==> src/rtl/uart_rx_rts.sv <==
module uart_rx_rts #(
  parameter int CLKS_PER_TICK = 4,
  parameter int FIFO_DEPTH    = 8,
  parameter int XFER_CYCLES   = 2
) (
  input  logic       clk,
  input  logic       rst_n,
  input  logic       rx_i,
  output logic       rts_o,
  output logic [7:0] rd_data_o,
  output logic       rd_valid_o,
  input  logic       rd_ready_i,
  output logic       frame_err_o,
  output logic       overrun_o
);
  localparam int TW = (CLKS_PER_TICK > 1) ? $clog2(CLKS_PER_TICK) : 1;
  localparam int AW = (FIFO_DEPTH > 1) ? $clog2(FIFO_DEPTH) : 1;
  localparam int CW = $clog2(FIFO_DEPTH + 1);
  localparam int XW = $clog2(XFER_CYCLES + 1);

  typedef enum logic [2:0] {S_IDLE, S_START, S_DATA, S_STOP, S_XFER} st_t;

  st_t          state;
  logic         rx_meta, rx_s;
  logic [TW-1:0] tick_cnt;
  logic [3:0]   os_cnt;
  logic [2:0]   bit_idx;
  logic [7:0]   shift;
  logic [XW-1:0] xfer_cnt;
  logic [7:0]   mem [FIFO_DEPTH];
  logic [AW-1:0] wr_ptr, rd_ptr;
  logic [CW-1:0] count_q;

  wire tick = (tick_cnt == TW'(CLKS_PER_TICK - 1));
  wire full = (count_q == CW'(FIFO_DEPTH));
  wire push = (state == S_XFER) && (xfer_cnt == XW'(XFER_CYCLES - 1));
  wire pop  = rd_valid_o && rd_ready_i;

  assign rts_o      = (state == S_XFER) || full;
  assign rd_valid_o = (count_q != '0);
  assign rd_data_o  = mem[rd_ptr];

  always_ff @(posedge clk or negedge rst_n) begin
    if (!rst_n) begin
      rx_meta <= 1'b1;
      rx_s    <= 1'b1;
    end else begin
      rx_meta <= rx_i;
      rx_s    <= rx_meta;
    end
  end

  always_ff @(posedge clk or negedge rst_n) begin
    if (!rst_n)                          tick_cnt <= '0;
    else if (state == S_IDLE || tick)    tick_cnt <= '0;
    else                                 tick_cnt <= tick_cnt + 1'b1;
  end

  always_ff @(posedge clk or negedge rst_n) begin
    if (!rst_n) begin
      state       <= S_IDLE;
      os_cnt      <= '0;
      bit_idx     <= '0;
      shift       <= '0;
      xfer_cnt    <= '0;
      frame_err_o <= 1'b0;
      overrun_o   <= 1'b0;
    end else begin
      case (state)
        S_IDLE: begin
          os_cnt <= '0;
          if (!rx_s) state <= S_START;
        end
        S_START: if (tick) begin
          if (os_cnt == 4'd7) begin
            os_cnt  <= '0;
            bit_idx <= '0;
            state   <= rx_s ? S_IDLE : S_DATA;
          end else begin
            os_cnt <= os_cnt + 1'b1;
          end
        end
        S_DATA: if (tick) begin
          os_cnt <= os_cnt + 1'b1;
          if (os_cnt == 4'd15) begin
            shift   <= {rx_s, shift[7:1]};
            bit_idx <= bit_idx + 1'b1;
            if (bit_idx == 3'd7) state <= S_STOP;
          end
        end
        S_STOP: if (tick) begin
          os_cnt <= os_cnt + 1'b1;
          if (os_cnt == 4'd15) begin
            if (!rx_s) begin
              frame_err_o <= 1'b1;
              state       <= S_IDLE;
            end else if (full) begin
              overrun_o <= 1'b1;
              state     <= S_IDLE;
            end else begin
              xfer_cnt <= '0;
              state    <= S_XFER;
            end
          end
        end
        S_XFER: begin
          xfer_cnt <= xfer_cnt + 1'b1;
          if (push) state <= S_IDLE;
        end
        default: state <= S_IDLE;
      endcase
    end
  end

  always_ff @(posedge clk) begin
    if (push) mem[wr_ptr] <= shift;
  end

  always_ff @(posedge clk or negedge rst_n) begin
    if (!rst_n) begin
      wr_ptr  <= '0;
      rd_ptr  <= '0;
      count_q <= '0;
    end else begin
      if (push) wr_ptr <= (wr_ptr == AW'(FIFO_DEPTH - 1)) ? '0 : wr_ptr + 1'b1;
      if (pop)  rd_ptr <= (rd_ptr == AW'(FIFO_DEPTH - 1)) ? '0 : rd_ptr + 1'b1;
      case ({push, pop})
        2'b10:   count_q <= count_q + 1'b1;
        2'b01:   count_q <= count_q - 1'b1;
        default: count_q <= count_q;
      endcase
    end
  end
endmodule


==> config.mk <==
export PLATFORM = sky130hd
export DESIGN_NAME = uart_rx_rts
export DESIGN_NICKNAME = d
export VERILOG_FILES = /design/src/rtl/uart_rx_rts.sv
export SDC_FILE = /design/constraint.sdc
export NUM_CORES = 1
export LEC_CHECK = 0
export CORE_ASPECT_RATIO = 2
export CORE_UTILIZATION = 60
export CTS_CLUSTER_DIAMETER = 60
export DETAILED_ROUTE_END_ITERATION = 10
export HOLD_SLACK_MARGIN = 0.15
export PLACE_DENSITY_LB_ADDON = 0.15
export SYNTH_ARGS = -nofsm -noshare
export SYNTH_HDL_FRONTEND = slang
export SYNTH_SLANG_ARGS = --single-unit
export TNS_END_PERCENT = 30
==> constraint.sdc <==
create_clock -name clk -period 3.35 [get_ports clk]
set_input_delay 0.67 -clock clk [delete_from_list [all_inputs] [get_ports clk]]
set_output_delay 0.67 -clock clk [all_outputs]
set_load 0.03 [all_outputs]
# After elaboration in Yosys (flattened, before gate mapping)
# Memories as Yosys holds them, arrays and structs flattened.
# Cells that the tools add are included.
# totals
elab_cells	100
register_bits	36
mem_bits_rw	64
output_inout_bits	12
n_memories	1
inputBits	4
# mem_list
memory	depth	word_bits	read_ports	rd_clocked_by_memory_dff	wr	line_no	text
mem	8	8	1	0	1	30	logic [7:0] mem [FIFO_DEPTH];
# op_classes
eq_ne	26
bitwise_logic	1
add_sub_neg	8
n_reduce_logical	18
mux	33
# op_table
op	n
$mux 3	17
$ne 2x2->1 const B	11
$pmux 3 s5	1
$reduce_and 5->1	3
$eq 3x3->1 const B	4
$mux 2	6
$mux 4	3
$pmux 4 s3	1
$add 3x1->3 const B	3
$reduce_and 9->1	1
$add 4x1->4 const B	2
$eq 4x4->1 const B	2
$pmux 4 s2	1
$eq 3x2->1 const B	2
$pmux 3 s2	1
$reduce_and 3->1	2
$reduce_bool 2->1	3
$add 2x1->2 const B	2
$eq 2x1->1 const B	2
$eq 2x2->1 const B	2
$eq 4x3->1 const B	1
$pmux 2 s2	1
$reduce_and 4->1	1
$reduce_bool 4->1	1
other kinds (10)	13

# Longest topological paths before layout
# depth
word_depth	6
mapped_depth	8
depth_no_buf	8

# Least setup slack after synthesis
# OpenSTA, ideal clock, no wires.
# synth_timing
path_kind	register to register
from	reg count_q[3]
to	reg count_q[3]
period_less_slack_ns	2.583
path_buffers	0
stages_incl_launch_ff	8
required_time_ns	3.216
arrival_ns	2.449
setup_time_ns	0.134
setup_slack_ns	0.767
path_cell_list	dfrtp_1 > o41ai_2 > inv_1 > ha_1 > ha_1 > or4b_2 > o311ai_0 > o211ai_1
# synth_via
elab_chain_len	4
elab_cells_between_ends	8
cone_classes	2 x add/sub; 2 x eq/ne; 1 x mux; 3 x reduce/logical
# synth_rtl
element	line_no	text
start: declaration	32	logic [CW-1:0] count_q;
start signal: assignment	128	2'b10: count_q <= count_q + 1'b1;
start signal: assignment	129	2'b01: count_q <= count_q - 1'b1;
start signal: assignment	130	default: count_q <= count_q;
$reduce_bool 4->1 (*)	40	assign rd_valid_o = (count_q != '0);
$logic_and 1x1->1 (*)	37	wire pop = rd_valid_o && rd_ready_i;
via pop	37	
$eq 2x1->1 / $eq 2x2->1 (equally long branches)	127	case ({push, pop})
$pmux 4 s2 / $reduce_bool 2->1 (equally long branches)	--	
# The timed path passes the listed nets; every way through them passes the cells marked *.
# A chain may end at the register's enable or synchronous reset.

# Worst setup path after layout
# layout_timing
from	reg rd_ptr[0]
to	out rd_data_o[6]
# layout_via
elab_chain_len	1
# layout_rtl
element	line_no	text
start: declaration	31	logic [AW-1:0] wr_ptr, rd_ptr;
start signal: assignment	126	if (pop) rd_ptr <= (rd_ptr == AW'(FIFO_DEPTH - 1)) ? '0 : rd_ptr + 1'b1;
$mem_v2 8x8	--	
end: declaration	10	output logic [7:0] rd_data_o,
# Every way passes these cells.

==> impl_metrics.prom <==
# TYPE chip_impl_metric gauge
chip_impl_metric{name="ctsHoldBuffers",unit=""} 0
chip_impl_metric{name="initial_antenna_violation_count",unit=""} 0
chip_impl_metric{name="core_area",unit="um^2"} 6990
chip_impl_metric{name="multi_input_area",unit="um^2"} 1450
chip_impl_metric{name="post-dp-hpwl",unit="mm"} 5.20
chip_impl_metric{name="post_cts_resize_count",unit=""} 0
chip_impl_metric{name="postSynth.asyncResetShare",unit="%"} 36.0
chip_impl_metric{name="finish.instance_area",unit="um^2"} 4930
chip_impl_metric{name="postLayoutCoreUtil",unit="%"} 70.4
chip_impl_metric{name="antenna_diodes",unit=""} 0
chip_impl_metric{name="final_period_minus_worst_setup_slack",unit="ns"} 3.12
chip_impl_metric{name="maximum_clock_rate",unit="GHz"} 0.321
chip_impl_metric{name="synth_fp_nets",unit=""} 286
chip_impl_metric{name="grt-ovfl-total",unit=""} 0
chip_impl_metric{name="power_density",unit="nW/um^2"} 738
chip_impl_metric{name="peak_fanout_along_the_critical_path",unit=""} 19
chip_impl_info{name="unrepaired_setup_endpoints_after_global_routing",value="false"} 1
chip_impl_metric{name="vias_per_cell",unit=""} 5.98
chip_impl_metric{name="timing.final.setup_violations",unit=""} 0
chip_impl_metric{name="drt-initial-drc-count",unit=""} 89
chip_impl_metric{name="routabilityCongestion",unit=""} 0.741
chip_impl_metric{name="hold_slack",unit="ns"} 0.356
chip_impl_metric{name="drv_cap",unit=""} 0
chip_impl_metric{name="die-area",unit="um^2"} 7680
chip_impl_metric{name="num-fill-cells",unit=""} 458
chip_impl_metric{name="placement.cell_area",unit="um^2"} 4660
chip_impl_metric{name="hold_viol",unit=""} 0
chip_impl_metric{name="totalNegativeSetupSlack",unit="ns"} 0
chip_impl_info{name="cts_root_buffer",value="sky130_fd_sc_hd__clkbuf_16"} 1
chip_impl_metric{name="pre_cts_ws",unit="ns"} 0.363
chip_impl_metric{name="fp-row-count",unit=""} 43
chip_impl_metric{name="fin_nets",unit=""} 312
chip_impl_metric{name="post_cts_buffers",unit=""} 0
chip_impl_metric{name="clk_latency",unit="ns"} 0.34
chip_impl_metric{name="synthesis.area",unit="um^2"} 4390
chip_impl_metric{name="drt-wirelength-per-cell",unit="um"} 19.4
chip_impl_metric{name="cts.htree.levels",unit=""} 3
chip_impl_metric{name="boundaryPins",unit=""} 16
chip_impl_metric{name="synthToLayoutAreaGrowth",unit="%"} 12.3
chip_impl_metric{name="regArea",unit="um^2"} 2830
chip_impl_metric{name="timing_max_transition_violations_final",unit=""} 0
chip_impl_metric{name="clock_sinks",unit=""} 100
chip_impl_metric{name="floorplan.initialDensity",unit="%"} 62.7
chip_impl_metric{name="total_leakage_power",unit="nW"} 1.97
chip_impl_metric{name="first_global_vias",unit=""} 2447
chip_impl_metric{name="required",unit="ns"} 2.68
chip_impl_metric{name="die_height",unit="um"} 123
chip_impl_metric{name="wl",unit="mm"} 7.56
chip_impl_metric{name="final_layout_size_suffix_gt1_share",unit="%"} 24.3
chip_impl_metric{name="ir_worst_vdd",unit="mV"} 0.499
chip_impl_metric{name="worst_pin_slew",unit="ns"} 0.788
chip_impl_metric{name="synth.ff_latch_count",unit=""} 100
chip_impl_metric{name="timing.final.crit_share",unit="%"} 93.1
chip_impl_info{name="setup.worst_path.start_class",value="register"} 1
chip_impl_metric{name="drt_pass1_iterations",unit=""} 5
chip_impl_metric{name="worstPathArrival",unit="ns"} 2.45
chip_impl_metric{name="groute.usage.overall",unit="%"} 22.5
chip_impl_metric{name="first_pass_grt_wire_length",unit="mm"} 12.5
chip_impl_metric{name="detail-route-antenna-nets",unit=""} 0
chip_impl_metric{name="avgSynthCellArea",unit="um^2"} 16.3
chip_impl_metric{name="synth_enable_flop_cells",unit=""} 64
chip_impl_info{name="run_status",value="complete, no violations"} 1
chip_impl_metric{name="grt_start_max_net_pins",unit=""} 37
chip_impl_metric{name="layout_setup_ws",unit="ns"} 0.231
chip_impl_metric{name="synth.distinct_cells",unit=""} 55
chip_impl_metric{name="via_count",unit=""} 2332
chip_impl_metric{name="synth_seq_area_share",unit="%"} 64.4
chip_impl_metric{name="finalClockSkew",unit="ns"} 0.00676
chip_impl_info{name="tritoncts",value="done"} 1
chip_impl_metric{name="synthesis.instances",unit=""} 269
chip_impl_metric{name="ctsLongestPathBuffers",unit=""} 2
chip_impl_metric{name="synth-warning-count",unit=""} 0
chip_impl_info{name="setup.worst_path.class",value="register to output pin"} 1
chip_impl_metric{name="cts.clk_slew.worst_paths",unit="ns"} 0.06
chip_impl_info{name="holdCritPathClass",value="register to register"} 1
chip_impl_metric{name="port_buffer_cells",unit=""} 15
chip_impl_info{name="setup.worst_path.end_class",value="output pin"} 1
chip_impl_metric{name="timing.reg2reg.setup_slack",unit="ns"} 0.54
chip_impl_metric{name="cts-buffers-inserted",unit=""} 9
chip_impl_metric{name="drc",unit=""} 0
chip_impl_info{name="synth-main-ff-cell",value="sky130_fd_sc_hd__edfxtp_1"} 1
chip_impl_metric{name="maxSlewHeadroom",unit="%"} 47.5
chip_impl_metric{name="die_w",unit="um"} 62.5
## metal layers
layer / global-route usage [%] / routed length (um) / vias up
met5: 0 / 0 / -
met4: 11.5 / 181 / 0
met3: 3.41 / 158 / 14
met2: 41.4 / 4360 / 46
met1: 24.8 / 2860 / 1173
li1: - / - / 1099
## sequential cells by signal, summed over array words and instances (netlist names)
| name | flops |
|---|---|
| overrun_o | 1 |
| frame_err_o | 1 |
| mem | 64 |
| count_q | 4 |
| state | 3 |
| xfer_cnt | 2 |
| bit_idx | 3 |
| tick_cnt | 2 |
| rd_ptr | 3 |
| rx_meta | 1 |
| wr_ptr | 3 |
| rx_s | 1 |
| shift | 8 |
| os_cnt | 4 |
## final cells by class
class | count | area share, %
Sequential cell | 100 | 57.3
Timing Repair Buffer | 27 | 4.77
Multi-Input combinational cell | 147 | 29.4
Clock inverter | 6 | 0.813
Tap cell | 90 | 2.29
Clock buffer | 10 | 4.65
Inverter | 10 | 0.762
## worst max-delay path, cell delays in order, from the launching register on
cell and delay (ns):
sky130_fd_sc_hd__dfrtp_1 0.32, sky130_fd_sc_hd__buf_4 0.32, sky130_fd_sc_hd__mux4_2 0.57, sky130_fd_sc_hd__mux2_2 0.29, sky130_fd_sc_hd__clkdlybuf4s50_1 0.60
## Yosys cell counts (5+ instances only)
cell type	n	area, um^2
sky130_fd_sc_hd__edfxtp_1	64	1920
sky130_fd_sc_hd__dfrtp_1	34	851
sky130_fd_sc_hd__mux4_2	16	360
sky130_fd_sc_hd__mux2_2	13	146
sky130_fd_sc_hd__ha_1	12	150
sky130_fd_sc_hd__inv_1	10	37.5
sky130_fd_sc_hd__nor2_1	10	37.5
sky130_fd_sc_hd__o21ai_0	9	45.0
sky130_fd_sc_hd__mux2_4	8	120
sky130_fd_sc_hd__nand2_1	8	30.0
sky130_fd_sc_hd__nand2b_1	8	50.1
sky130_fd_sc_hd__nor3_1	6	30.0
sky130_fd_sc_hd__clkbuf_1	5	18.8
sky130_fd_sc_hd__nand3_1	5	25.0
sky130_fd_sc_hd__nor3b_1	5	37.5
## where the power goes
part	total, mW	internal (mW)	leakage, nW	switching (mW)
clock network	0.928	0.502	0.124	0.426
registers	1.51	1.39	1.14	0.130
logic	1.19	0.606	0.702	0.588
## placed cells by master, fill, tap and decap left out, types with 3 or more instances in the layout
cell                              netlist  final
sky130_fd_sc_hd__nor3b_1                5      5
sky130_fd_sc_hd__or2_2                  3      3
sky130_fd_sc_hd__mux2_4                 8      8
sky130_fd_sc_hd__nor3_1                 6      6
sky130_fd_sc_hd__nor2_1                10     10
sky130_fd_sc_hd__mux2i_1                3      3
sky130_fd_sc_hd__clkdlybuf4s50_1        0     14
sky130_fd_sc_hd__ha_1                  12     12
sky130_fd_sc_hd__edfxtp_1              64     64
sky130_fd_sc_hd__nand2_1                8      8
sky130_fd_sc_hd__dfrtp_1               34     34
sky130_fd_sc_hd__mux2_2                13     13
sky130_fd_sc_hd__buf_4                  2     12
sky130_fd_sc_hd__clkbuf_16              0      9
sky130_fd_sc_hd__o21ai_0                9      9
sky130_fd_sc_hd__inv_1                 10     10
sky130_fd_sc_hd__mux4_2                16     16
sky130_fd_sc_hd__nand2b_1               8      8
sky130_fd_sc_hd__nand3_1                5      5
sky130_fd_sc_hd__a22o_1                 4      4
## cells by family after synthesis
kind of cell             share of synthesized area (%)
AO/OA/AOI/OAI                                     5.05
XOR/XNOR                                         0.599
adder cells (fa/ha/maj)                           3.88
buffers and inverters                             2.60
flip-flops                                        64.4
multiplexers                                      15.0
AND/OR/NAND/NOR                                   8.50
## path summary, 6_finish.rpt
path | startpoint | to | cells after the start
max | rd_ptr[0]$_DFFE_PN0P_ | rd_data_o[6] | 4
min | rx_meta$_DFF_PN1_ | rx_s$_DFF_PN1_ | 0
max reg2reg | count_q[3]$_DFFE_PN0P_ | count_q[3]$_DFFE_PN0P_ | 7
min reg2reg | rx_meta$_DFF_PN1_ | rx_s$_DFF_PN1_ | 0
max in group asynchronous | rst_n | shift[6]$_DFFE_PN0P_ | 1
min in group asynchronous | rst_n | count_q[2]$_DFFE_PN0P_ | 1
## per-stage QoR
| stage | instances | total power [mW] |
|---|---|---|
| 2_1_floorplan | 269 | 2.42 |
| 3_3_place_gp | 374 | 2.72 |
| 3_5_place_dp | 374 | 2.75 |
| 4_1_cts | 390 | 3.68 |
| 5_1_grt | 390 | 3.83 |
| 6_report | 390 | 3.64 |
Power figures use the tool's default switching activity.
